`config.mk`:
```
export PLATFORM = sky130hd
export DESIGN_NAME = reg_region_decoder
export DESIGN_NICKNAME = d
export VERILOG_FILES = /design/src/rtl/reg_region_decoder.sv
export SDC_FILE = /design/constraint.sdc
export NUM_CORES = 1
export LEC_CHECK = 0
export BUFFER_PORTS_ARGS = -buffer_cell sky130_fd_sc_hd__buf_4
export CAP_MARGIN = 20
export CORE_ASPECT_RATIO = 1.1
export CORE_MARGIN = 4
export CORE_UTILIZATION = 25
export CTS_CLUSTER_SIZE = 30
export DETAILED_ROUTE_END_ITERATION = 7
export GPL_TIMING_DRIVEN = 0
export PLACE_DENSITY = 0.6
export SYNTH_ARGS = -nofsm -noshare
export SYNTH_HDL_FRONTEND = slang
export SYNTH_SLANG_ARGS = --single-unit
```
`constraint.sdc`:
```
create_clock -name clk -period 6.9 [get_ports clk]
set_input_delay 1.725 -clock clk [delete_from_list [all_inputs] [get_ports clk]]
set_output_delay 1.725 -clock clk [all_outputs]
set_load 0.02 [all_outputs]
```
`src/rtl/reg_region_decoder.sv`:
```
`timescale 1ns/1ps
module reg_region_decoder #(
  parameter int AW   = 16,
  parameter int NREG = 5,
  parameter int SELW = 2,
  parameter logic [AW-1:0]        BASE      = 16'h1000,
  parameter logic [NREG*AW-1:0]   RG_START  = {16'h0300, 16'h0200, 16'h0100, 16'h0080, 16'h0000},
  parameter logic [NREG*AW-1:0]   RG_LEN    = {16'h0040, 16'h0020, 16'h0020, 16'h0010, 16'h0080},
  parameter logic [NREG*SELW-1:0] RG_SEL    = {2'd3, 2'd0, 2'd0, 2'd2, 2'd1},
  parameter logic [NREG*3-1:0]    RG_WIDTHS = {3'b110, 3'b010, 3'b111, 3'b110, 3'b011},
  parameter logic [NREG*2-1:0]    RG_KIND   = {2'd3, 2'd2, 2'd1, 2'd0, 2'd0}
) (
  input  logic            clk,
  input  logic            rst_n,
  input  logic            req_valid,
  input  logic            req_write,
  input  logic [1:0]      req_size,
  input  logic [AW-1:0]   req_addr,
  input  logic [63:0]     req_wdata,
  output logic            rsp_valid,
  output logic [63:0]     rsp_rdata,
  output logic            hnd_en,
  output logic            hnd_write,
  output logic [SELW-1:0] hnd_sel,
  output logic [AW-1:0]   hnd_offset,
  output logic [1:0]      hnd_size,
  output logic [63:0]     hnd_wdata,
  input  logic [63:0]     hnd_rdata
);
  localparam int IW = (NREG > 1) ? $clog2(NREG) : 1;
  localparam logic [1:0] K_HND = 2'd0, K_RAZ = 2'd1, K_RAO = 2'd2, K_RDO = 2'd3;

  logic [AW:0]     diff;
  logic [AW-1:0]   off;
  logic            below;
  logic [AW-1:0]   st [NREG];
  logic [AW-1:0]   ln [NREG];
  logic [SELW-1:0] sl [NREG];
  logic [2:0]      wm [NREG];
  logic [1:0]      kd [NREG];
  logic [NREG-1:0] hitv;
  logic [IW-1:0]   idx;
  logic            hit, width_ok, accept;
  logic [63:0]     size_mask, rd_val, rd_lane;
  logic [5:0]      shift;

  assign diff  = {1'b0, req_addr} - {1'b0, BASE};
  assign off   = diff[AW-1:0];
  assign below = diff[AW];

  for (genvar g = 0; g < NREG; g++) begin : g_reg
    assign st[g] = RG_START[g*AW +: AW];
    assign ln[g] = RG_LEN[g*AW +: AW];
    assign sl[g] = RG_SEL[g*SELW +: SELW];
    assign wm[g] = RG_WIDTHS[g*3 +: 3];
    assign kd[g] = RG_KIND[g*2 +: 2];
    assign hitv[g] = ({1'b0, off} >= {1'b0, st[g]}) &&
                     ({1'b0, off} <  ({1'b0, st[g]} + {1'b0, ln[g]}));
  end

  always_comb begin
    idx = '0;
    for (int i = NREG - 1; i >= 0; i--)
      if (hitv[i]) idx = IW'(i);
  end
  assign hit = (|hitv) && !below;

  always_comb begin
    width_ok  = 1'b0;
    size_mask = '0;
    shift     = '0;
    case (req_size)
      2'b00: begin
        width_ok  = wm[idx][0];
        size_mask = 64'h0000_0000_0000_00FF;
        shift     = {req_addr[2:0], 3'b000};
      end
      2'b10: begin
        width_ok  = wm[idx][1] && (req_addr[1:0] == 2'b00);
        size_mask = 64'h0000_0000_FFFF_FFFF;
        shift     = {req_addr[2], 5'b00000};
      end
      2'b11: begin
        width_ok  = wm[idx][2] && (req_addr[2:0] == 3'b000);
        size_mask = '1;
      end
      default: width_ok = 1'b0;
    endcase
  end

  assign accept = req_valid && hit && width_ok;

  assign hnd_en     = accept && (req_write ? (kd[idx] == K_HND)
                                           : (kd[idx] == K_HND || kd[idx] == K_RDO));
  assign hnd_write  = req_write;
  assign hnd_sel    = sl[idx];
  assign hnd_offset = off - st[idx];
  assign hnd_size   = req_size;
  assign hnd_wdata  = (req_wdata >> shift) & size_mask;

  always_comb begin
    case (kd[idx])
      K_RAZ:   rd_val = '0;
      K_RAO:   rd_val = size_mask;
      default: rd_val = hnd_rdata & size_mask;
    endcase
  end
  assign rd_lane = accept ? (rd_val << shift) : '0;

  always_ff @(posedge clk) begin
    if (!rst_n) begin
      rsp_valid <= 1'b0;
      rsp_rdata <= '0;
    end else begin
      rsp_valid <= req_valid && !req_write;
      rsp_rdata <= (req_valid && !req_write) ? rd_lane : '0;
    end
  end

  AST_RSP_AFTER_READ: assert property (@(posedge clk) disable iff (!rst_n)
    (req_valid && !req_write) |=> rsp_valid);
  AST_NO_WRITE_RSP: assert property (@(posedge clk) disable iff (!rst_n)
    (req_valid && req_write) |=> !rsp_valid);
  AST_EN_ALIGN32: assert property (@(posedge clk) disable iff (!rst_n)
    (hnd_en && req_size == 2'b10) |-> (req_addr[1:0] == 2'b00));
  AST_EN_ALIGN64: assert property (@(posedge clk) disable iff (!rst_n)
    (hnd_en && req_size == 2'b11) |-> (req_addr[2:0] == 3'b000));
  AST_NO_HALFWORD: assert property (@(posedge clk) disable iff (!rst_n)
    hnd_en |-> (req_size != 2'b01));
  AST_REJECT_ZERO: assert property (@(posedge clk) disable iff (!rst_n)
    (req_valid && !req_write && !accept) |=> (rsp_rdata == 64'd0));
  AST_BELOW_BASE: assert property (@(posedge clk) disable iff (!rst_n)
    (req_valid && req_addr < BASE) |-> !hnd_en);
  AST_RAO_NONZERO: assert property (@(posedge clk) disable iff (!rst_n)
    (accept && !req_write && kd[idx] == K_RAO) |=> (rsp_rdata != 64'd0));
endmodule

```
==> results.yml, run 1 <==
clock_tree:
  cts_buffers: 9
  htreeDepth: 3
  cts_root_buf: "clkbuf_16"
  path_clk_slew_ns: 0.05
  cts_hold_buf: 0
  clockBufferDepth: 2
  clock_sinks: 65
  tritoncts: "built"
synth:
  synth_edf_count: 0
  synthDistinctLibCells: 64
  async_flop_share_pct: 0
  yosys_most_used_dff: "dfxtp_1"
  synth_fp_nets: 880
  netlist_area_mm2: 0.00588
  postSynthCellCount: 720
  ys_seq_area_share_pct: 22.1
  ys_ff_latch: 65
  avgSynthCellArea_um2: 8.17
  yosysWarnings: 0
global_route:
  antenna_found_initial: 0
  grt_max_degree: 15
  grt_pass1_wl_um: 44400
  grt_usage_pct: 21.9
  gr-total-overflow: 0
  grt_pass1_vias: 7403
worst_setup_path:
  start_kind: "primary input"
  worstSetupPathType: "primary input to output port"
  critPathCaptureType: "output port"
  critPathRequiredTime_ns: 5.18
  arrival_ns: 4.90
  cp_max_fo: 8
sta:
  holdWs_ns: 1.72
  post-route-min-period_ns: 6.63
  worstMarginPinSlew_ns: 0.835
  drv_slew: 0
  setup-tns-final_ns: 0
  slew_headroom_pct: 44.3
  clock.fmax_mhz: 151
  final-hold-violation-count: 0
  finalSetupViolations: 0
  finalCritPeriodShare_pct: 96.0
cells_and_area:
  fillCellCount: 2413
  drive_gt1_share_pct: 42.2
  multi_input_comb_area_mm2: 0.00409
  register_area_mm2: 0.00130
  final_common_cell: "buf_4"
  layout.nets: 1193
  final_cells: 1338
  final_core_util_pct: 38.6
  diodes: 0
  final_cell_mix: "buf_4, nand2_1, dfxtp_1, mux2i_1"
  areaGrowthSynthToFinish_pct: 50.9
detailed_routing:
  postRouteAntennaNets: 0
  drt_iter0_drc: 502
  via_per_inst: 5.34
  wl_um: 30100
  drcViolationCount: 0
  wl_per_cell_um: 22.5
  route.vias.total: 7139
  dr.pass1.iters: 5
floorplanning:
  floorplan.die.height_um: 169
  start_util_pct: 25.6
  core_region_area_mm2: 0.0230
  die_area_mm2: 0.0261
  row_count: 58
  die_w_um: 154
  io_pins: 301
status:
  status: "finished, final reports clean"
placement:
  port_buffers: 300
  gp_congestion: 0.932
  place_hpwl_um: 24600
  placed_cells: 1320
worst_hold_path:
  hold_path.class: "primary input to register"
power:
  leakage_uw: 0.00381
  peakVddDrop_mv: 0.109
  powerDensity_mw_per_mm2: 151
flow_run:
  maxCapViolCount: 0
==> where the power goes <==
group          internal [uW]  leakage (uW)  switching (uW)
registers                376      0.000523          0.0929
logic                    189       0.00313             248
clock network            354      0.000159             173
total                    919       0.00381             422
==> layer usage <==
metal | up-vias | global-route usage, % | routed length (um)
met5 | - | 0 | 0
met1 | 3362 | 25.4 | 11600
met2 | 417 | 38.8 | 14700
li1 | 3293 | - | -
met4 | 0 | 8.26 | 1100
met3 | 67 | 5.29 | 2650
==> cells by family (layout without fill, tap and decap cells) <==
kind of cell	count (synthesis)	in the layout	synth area share, %
buffers and inverters	92	410	8.53
and+or+nand+nor	342	342	35.4
adders and majority gates	10	10	2.25
DFF	65	65	22.1
xor gates and xnor gates	8	8	1.19
muxes	53	53	10.7
AOI/OAI and AO/OA	150	150	19.8
==> registers in the layout (all words and copies together), names as in the netlist <==
signal / count
rsp_rdata: 64
rsp_valid: 1
==> what timing repair did <==
action                                  in CTS  in global routing
gates cloned                                 0                  0
buffers inserted                             0                  3
pin swaps                                    0                  1
endpoints found under the setup margin       5                  6
resized for setup                            1                  3
==> synthesized netlist by cell type, types with 4 or more instances <==
cell | n | area [um^2]
buf_6 | 11 | 124
nor2_1 | 42 | 158
and3_1 | 26 | 163
or2_2 | 9 | 56.3
a22oi_1 | 9 | 67.6
o21ai_0 | 10 | 50.1
xnor2_1 | 4 | 35.0
buf_4 | 12 | 90.1
o311a_1 | 5 | 50.1
a21boi_1 | 13 | 97.6
nand3_1 | 28 | 140
nor4_1 | 15 | 93.8
nand2b_1 | 6 | 37.5
a21oi_1 | 20 | 100
o21ai_1 | 10 | 50.1
inv_1 | 8 | 30.0
ha_1 | 9 | 113
o2bb2ai_1 | 8 | 70.1
buf_1 | 10 | 37.5
a211oi_1 | 13 | 97.6
a221oi_1 | 8 | 70.1
and3b_1 | 4 | 35.0
o21a_1 | 5 | 37.5
nor3_1 | 20 | 100
buf_2 | 23 | 115
a221o_1 | 16 | 160
nand2_1 | 103 | 387
nor2b_1 | 20 | 125
dfxtp_1 | 65 | 1300
xor2_1 | 4 | 35.0
clkbuf_1 | 28 | 105
a21boi_0 | 4 | 30.0
nor4_2 | 42 | 526
mux4_2 | 8 | 180
nor3b_1 | 4 | 30.0
mux2i_1 | 45 | 450
a22o_1 | 18 | 158
==> stage by stage <==
step	instance area, um^2	worst slack (ns)	power (uW)
3_5_place_dp	8510	-0.434	817
4_1_cts	8850	0.0111	1350
5_1_grt	8880	-0.0303	1390
6_report	8880	0.274	1340
3_3_place_gp	8510	-0.444	818
2_1_floorplan	5880	0.416	613
==> worst max-delay path: stages <==
cell and delay, ns:
buf_4 0.12, inv_1 0.08, ha_1 0.35, nor4b_1 0.26, nand4_1 0.14, a22oi_1 0.27, o221a_2 0.27, ha_1 0.16
a21oi_2 0.08, fa_1 0.46, a21oi_2 0.21, nand4_1 0.14, a2bb2oi_1 0.15, o22ai_1 0.16, xor2_1 0.16, buf_4 0.16
==> cell type report <==
type	count	area share (%)
plain buffers	83	5.28
clock buffers	10	2.58
clock inverters	6	1.28
inverters	8	0.338
multi-input cells	563	46.0
flip-flops and latches	65	14.6
well taps	300	4.23
repair buffers	303	25.6
==> final timing paths <==
path | from | endpoint | cells after the start
setup / recovery | req_addr[12] | hnd_offset[15] | 16
hold / removal | hnd_rdata[47] | rsp_rdata[47]$_SDFF_PN0_ | 3
(Power assumes the default switching activity.)
==> run 2: changes to the inputs <==
- CORE_ASPECT_RATIO: 1.1 -> 2
==> run 2 against run 1 <==
  * First-iteration DRC count is 15% lower
  * Clock power is 2% lower
  * Via count down 0.49%
  * Combinational power about the same
  * Critical path type unchanged
  * Critical endpoint unchanged
  * Largest power group unchanged
  * Highest routed layer unchanged
==> results.yml, run 2 (synthesized netlist as in run 1, its figures left out) <==
floorplanning:
  floorplan.die.height_um: 225
  die_w_um: 116
  io_pins: 301
  row_count: 79
  die_area_mm2: 0.0262
  start_util_pct: 25.3
  core_region_area_mm2: 0.0232
worst_hold_path:
  hold_path.class: "primary input to register"
  holdPathEnd: "rsp_rdata[60]$_SDFF_PN0_"
  hp-start: "hnd_rdata[60]"
  whs_path_depth: 3
cells_and_area:
  layout.nets: 1193
  largestRegisters: "rsp_rdata (64), rsp_valid (1)"
  finish.instance_area_mm2: 0.00890
  drive_gt1_share_pct: 42.6
  final_cells: 1322
  final_cell_mix: "buf_4, nand2_1, dfxtp_1, mux2i_1"
  areaGrowthSynthToFinish_pct: 51.2
  final_common_cell: "buf_4"
  largest_reg_flops: 64
  largest-register: "rsp_rdata"
  final_core_util_pct: 38.3
power:
  p_sw_uw: 436
  powerDensity_mw_per_mm2: 150
  peakVddDrop_mv: 0.183
  swShare_pct: 32.7
  comb_power_share_pct: 33.0
  seqPwrFrac_pct: 28.2
  clkPwrFrac_pct: 38.8
  leakage_uw: 0.00383
  p_int_uw: 898
worst_setup_path:
  start_kind: "primary input"
  cp_max_fo: 10
  critPathRequiredTime_ns: 5.18
  critPathCaptureType: "output port"
  worstSetupPathType: "primary input to output port"
  arrival_ns: 4.96
  setup.worst_path.start: "req_addr[12]"
sta:
  worst_slack_ns: 0.219
  setup-tns-final_ns: 0
  finalCritPeriodShare_pct: 96.8
  clock.fmax_mhz: 150
  slew_headroom_pct: 35.4
  finalSetupViolations: 0
  final-hold-violation-count: 0
  worstMarginPinSlew_ns: 0.970
  post-route-min-period_ns: 6.68
  drv_slew: 0
detailed_routing:
  drcViolationCount: 0
  drt_iter0_drc: 425
  dr.pass1.iters: 5
  wl_um: 30900
  route.vias.total: 7104
  wl_per_cell_um: 23.4
  via_per_inst: 5.37
  postRouteAntennaNets: 0
placement:
  gp_congestion: 0.945
  place_hpwl_um: 25700
  placed_area_mm2: 0.00849
  placed_cells: 1303
  port_buffers: 300
  place_ws_ns: -0.703
global_route:
  antenna_found_initial: 1
  grt_max_degree: 14
  gr-total-overflow: 0
  grt_usage_pct: 22.6
  grt_pass1_wl_um: 43900
  grt_pass1_vias: 7382
clock_tree:
  cts_hold_buf: 0
  tritoncts: "built"
  clock_sinks: 65
  clockBufferDepth: 2
  path_clk_slew_ns: 0.05
  cts_root_buf: "clkbuf_16"
  htreeDepth: 3
  cts_buffers: 9
status:
  status: "finished, final reports clean"
flow_run:
  maxCapViolCount: 0
[run 2: how the worst max path moves through the flow]
stage,cells after the start,slack [ns],end
after floorplan,15,0.42,hnd_en
after global placement,17,-0.65,hnd_offset[14]
after detailed placement,17,-0.70,hnd_offset[14]
after CTS,16,0.02,hnd_offset[15]
after global routing,17,-0.002,hnd_offset[15]
final,17,0.22,hnd_offset[15]
[run 2: power by group through the flow]
stage	clock network, uW	registers [uW]	logic, uW
6_report	517	376	441
5_1_grt	538	375	467
4_1_cts	526	376	436
3_5_place_dp	0	384	434
3_3_place_gp	0	384	433
2_1_floorplan	0	384	229
[run 2: worst max-delay path, stage by stage]
cell       delay (ns)
buf_4            0.13
inv_1            0.08
ha_1             0.29
nor3b_2          0.24
a31o_2           0.23
clkbuf_8         0.19
clkbuf_4         0.21
and2_1           0.18
ha_1             0.18
inv_1            0.06
fa_1             0.41
a21oi_2          0.19
nand4_1          0.17
a2bb2oi_1        0.18
o22ai_2          0.16
xor2_1           0.17
buf_4            0.16
[run 2: layout make-up]
cell class | instances | area, um^2
tap | 283 | 354
buffer | 84 | 485
clock buffer | 10 | 239
timing repair buffer | 302 | 2270
multi-input combinational | 563 | 4120
antenna | 1 | 2.50
clock inverter | 6 | 97.6
inverter | 8 | 30.0
fill | 2424 | 14300
sequential | 65 | 1300
[run 2: per-layer routing]
layer	vias to the layer above	wire length [um]	track usage (%)	part of all wire (%)
met5	-	0	0	0
met4	0	1780	13.7	5.7
met3	90	2170	3.65	7.0
met2	379	17400	44.6	56
met1	3346	9560	20.4	31
li1	3289	-	-	-
[run 2: through the flow]
step                total power (uW)  hold WS [ns]
global placement                 817          2.05
finish                          1330          1.72
detailed placement               818          2.07
CTS                             1340          1.72
floorplan                        613          1.94
global route                    1380          1.74
[run 2: repair_timing]
item	4_1_cts	5_1_grt
setup buffers	0	2
pin swaps	0	1
resized for setup	8	6
endpoints found under the setup margin	7	3
==> run 3: changes to the inputs <==
- CAP_MARGIN: 20 -> 30
- MAX_ROUTING_LAYER: unset -> met4
==> run 3 against run 2 <==
  * Clock power is 0.8% higher
  * Via count is 0.48% lower
  * Sequential power hardly changed
  * First-iteration DRC count is 0.94% higher
  * Critical path type unchanged
  * Critical endpoint unchanged
  * Highest routed layer unchanged
==> results.yml, run 3 (synthesized netlist as in run 1, its figures left out) <==
status:
  status: "finished, final reports clean"
worst_setup_path:
  worstSetupPathType: "primary input to output port"
  max_stage_delay_ns: 0.45
  critPathCaptureType: "output port"
  cp_max_fo: 8
  path_cells: "buf_4, inv_1, ha_2, nor4b_2, nand4_1, a22oi_1, o221a_2, ha_1, a21oi_4, fa_1, a21oi_2, nand4_1, a2bb2oi_1, o22ai_2, xor2_1, buf_4"
  path_delay_family: "compound AO/OA/AOI/OAI gates"
  arrival_ns: 4.89
  critPathRequiredTime_ns: 5.18
  start_kind: "primary input"
  worst-path-buf-inv: 3
  crit_slowest_cell: "fa_1"
floorplanning:
  floorplan.die.height_um: 225
  start_util_pct: 25.3
  row_count: 79
  core_region_area_mm2: 0.0232
  io_pins: 301
  die_w_um: 116
  die_area_mm2: 0.0262
placement:
  placed_area_mm2: 0.00849
  port_buffers: 300
  place_ws_ns: -0.710
  place_hpwl_um: 25700
  gp_congestion: 0.955
  placed_cells: 1303
cells_and_area:
  finish.instance_area_mm2: 0.00890
  drive_gt1_share_pct: 42.7
  layout.nets: 1194
  largestRegisters: "rsp_rdata (64), rsp_valid (1)"
  final_cell_mix: "buf_4, nand2_1, dfxtp_1, mux2i_1"
  final_common_cell: "buf_4"
  areaGrowthSynthToFinish_pct: 51.3
  final_cells: 1323
  largest-register: "rsp_rdata"
  largest_reg_flops: 64
  fillCellCount: 2406
worst_hold_path:
  whs_path_depth: 3
  holdPathEnd: "rsp_rdata[59]$_SDFF_PN0_"
  hp-start: "hnd_rdata[59]"
  hold_path.class: "primary input to register"
sta:
  rsz0062_at_grt: "no"
  worst_slack_ns: 0.283
  drv_slew: 0
  clock.fmax_mhz: 151
  slew_headroom_pct: 40.5
  final-hold-violation-count: 0
  setup-tns-final_ns: 0
  finalSetupViolations: 0
  finalCritPeriodShare_pct: 95.9
  worstMarginPinSlew_ns: 0.893
  post-route-min-period_ns: 6.62
clock_tree:
  clockBufferDepth: 2
  cts_root_buf: "clkbuf_16"
  path_clk_slew_ns: 0.06
  cts_buffers: 9
  clock_sinks: 65
  cts_hold_buf: 0
  tritoncts: "built"
  htreeDepth: 3
global_route:
  grt_pass1_vias: 7182
  gr-total-overflow: 0
  grt_use_met1_pct: 22.1
  grt_pass1_wl_um: 44000
  grt_usage_pct: 23.5
  antenna_found_initial: 1
  met2_usage_pct: 44.8
  grtUsageMet3_pct: 3.01
  busiest_layer: "met2"
  grt_max_degree: 14
detailed_routing:
  drcViolationCount: 0
  wl_per_cell_um: 23.5
  wl_um: 31100
  drt_iter0_drc: 429
  dr.pass1.iters: 7
  postRouteAntennaNets: 0
  via_per_inst: 5.34
  route.vias.total: 7070
power:
  powerDensity_mw_per_mm2: 150
  swShare_pct: 32.8
  peakVddDrop_mv: 0.203
  p_sw_uw: 439
  seqPwrFrac_pct: 28.1
  leakage_uw: 0.00383
  comb_power_share_pct: 32.9
  clkPwrFrac_pct: 39.0
  p_int_uw: 898
flow_run:
  maxCapViolCount: 0
-- run 3: cell types whose count changed in the layout (fill, tap and decap cells not counted), sizes merged --
cell | before | now
buf | 358 | 359
-- run 3: power by group through the flow --
| stage | clock network [uW] | registers, uW | logic (uW) |
|---|---|---|---|
| 5_1_grt | 544 | 375 | 467 |
| 4_1_cts | 530 | 376 | 436 |
| 2_1_floorplan | 0 | 384 | 229 |
| 6_report | 521 | 376 | 440 |
| 3_5_place_dp | 0 | 384 | 433 |
| 3_3_place_gp | 0 | 384 | 433 |
-- run 3: through the flow --
step / power, uW / hold WS, ns / util (%)
2_1_floorplan: 613 / 1.94 / -
3_3_place_gp: 817 / 2.06 / 36.6
3_5_place_dp: 817 / 2.06 / 36.6
4_1_cts: 1340 / 1.71 / 38.2
5_1_grt: 1390 / 1.72 / 38.3
6_report: 1340 / 1.73 / 38.3
-- run 3: cell type report --
cell class	count	area (um^2)	share of cell area, %
buffer	84	485	5.45
timing repair buffer	303	2270	25.6
sequential	65	1300	14.6
antenna	1	2.50	0.0281
clock buffer	10	239	2.68
clock inverter	6	97.6	1.10
multi-input combinational	563	4120	46.2
tap	283	354	3.98
inverter	8	30.0	0.337
-- run 3: what timing repair did --
action	4_1_cts	5_1_grt
endpoints found under the hold margin	0	0
gates resized for setup	9	6
setup buffers	0	3
setup endpoints to repair	7	3
pin swaps	0	1
-- run 3: worst max-delay path by stage --
stage,startpoint,to,slack (ns),cells past startpoint
after CTS,req_addr[12],hnd_offset[14],0.03,17
after global routing,req_addr[12],hnd_offset[15],0.01,16
after floorplan,req_addr[12],hnd_en,0.42,15
final,req_addr[12],hnd_offset[15],0.28,16
after detailed placement,req_addr[12],hnd_offset[14],-0.71,17
after global placement,req_addr[12],hnd_offset[14],-0.66,17
-- run 3: tightest hold or removal path: stages --
cell	delay (ns)
buf_4	0.08
a221oi_1	0.07
nor4_2	0.13
-- run 3: routing by layer --
metal	part of all wire (%)	vias up	wire (um)
met3	6.3	86	1970
li1	-	3294	-
met2	56	378	17500
met4	5.1	0	1580
met5	0	-	0
met1	32	3312	10000
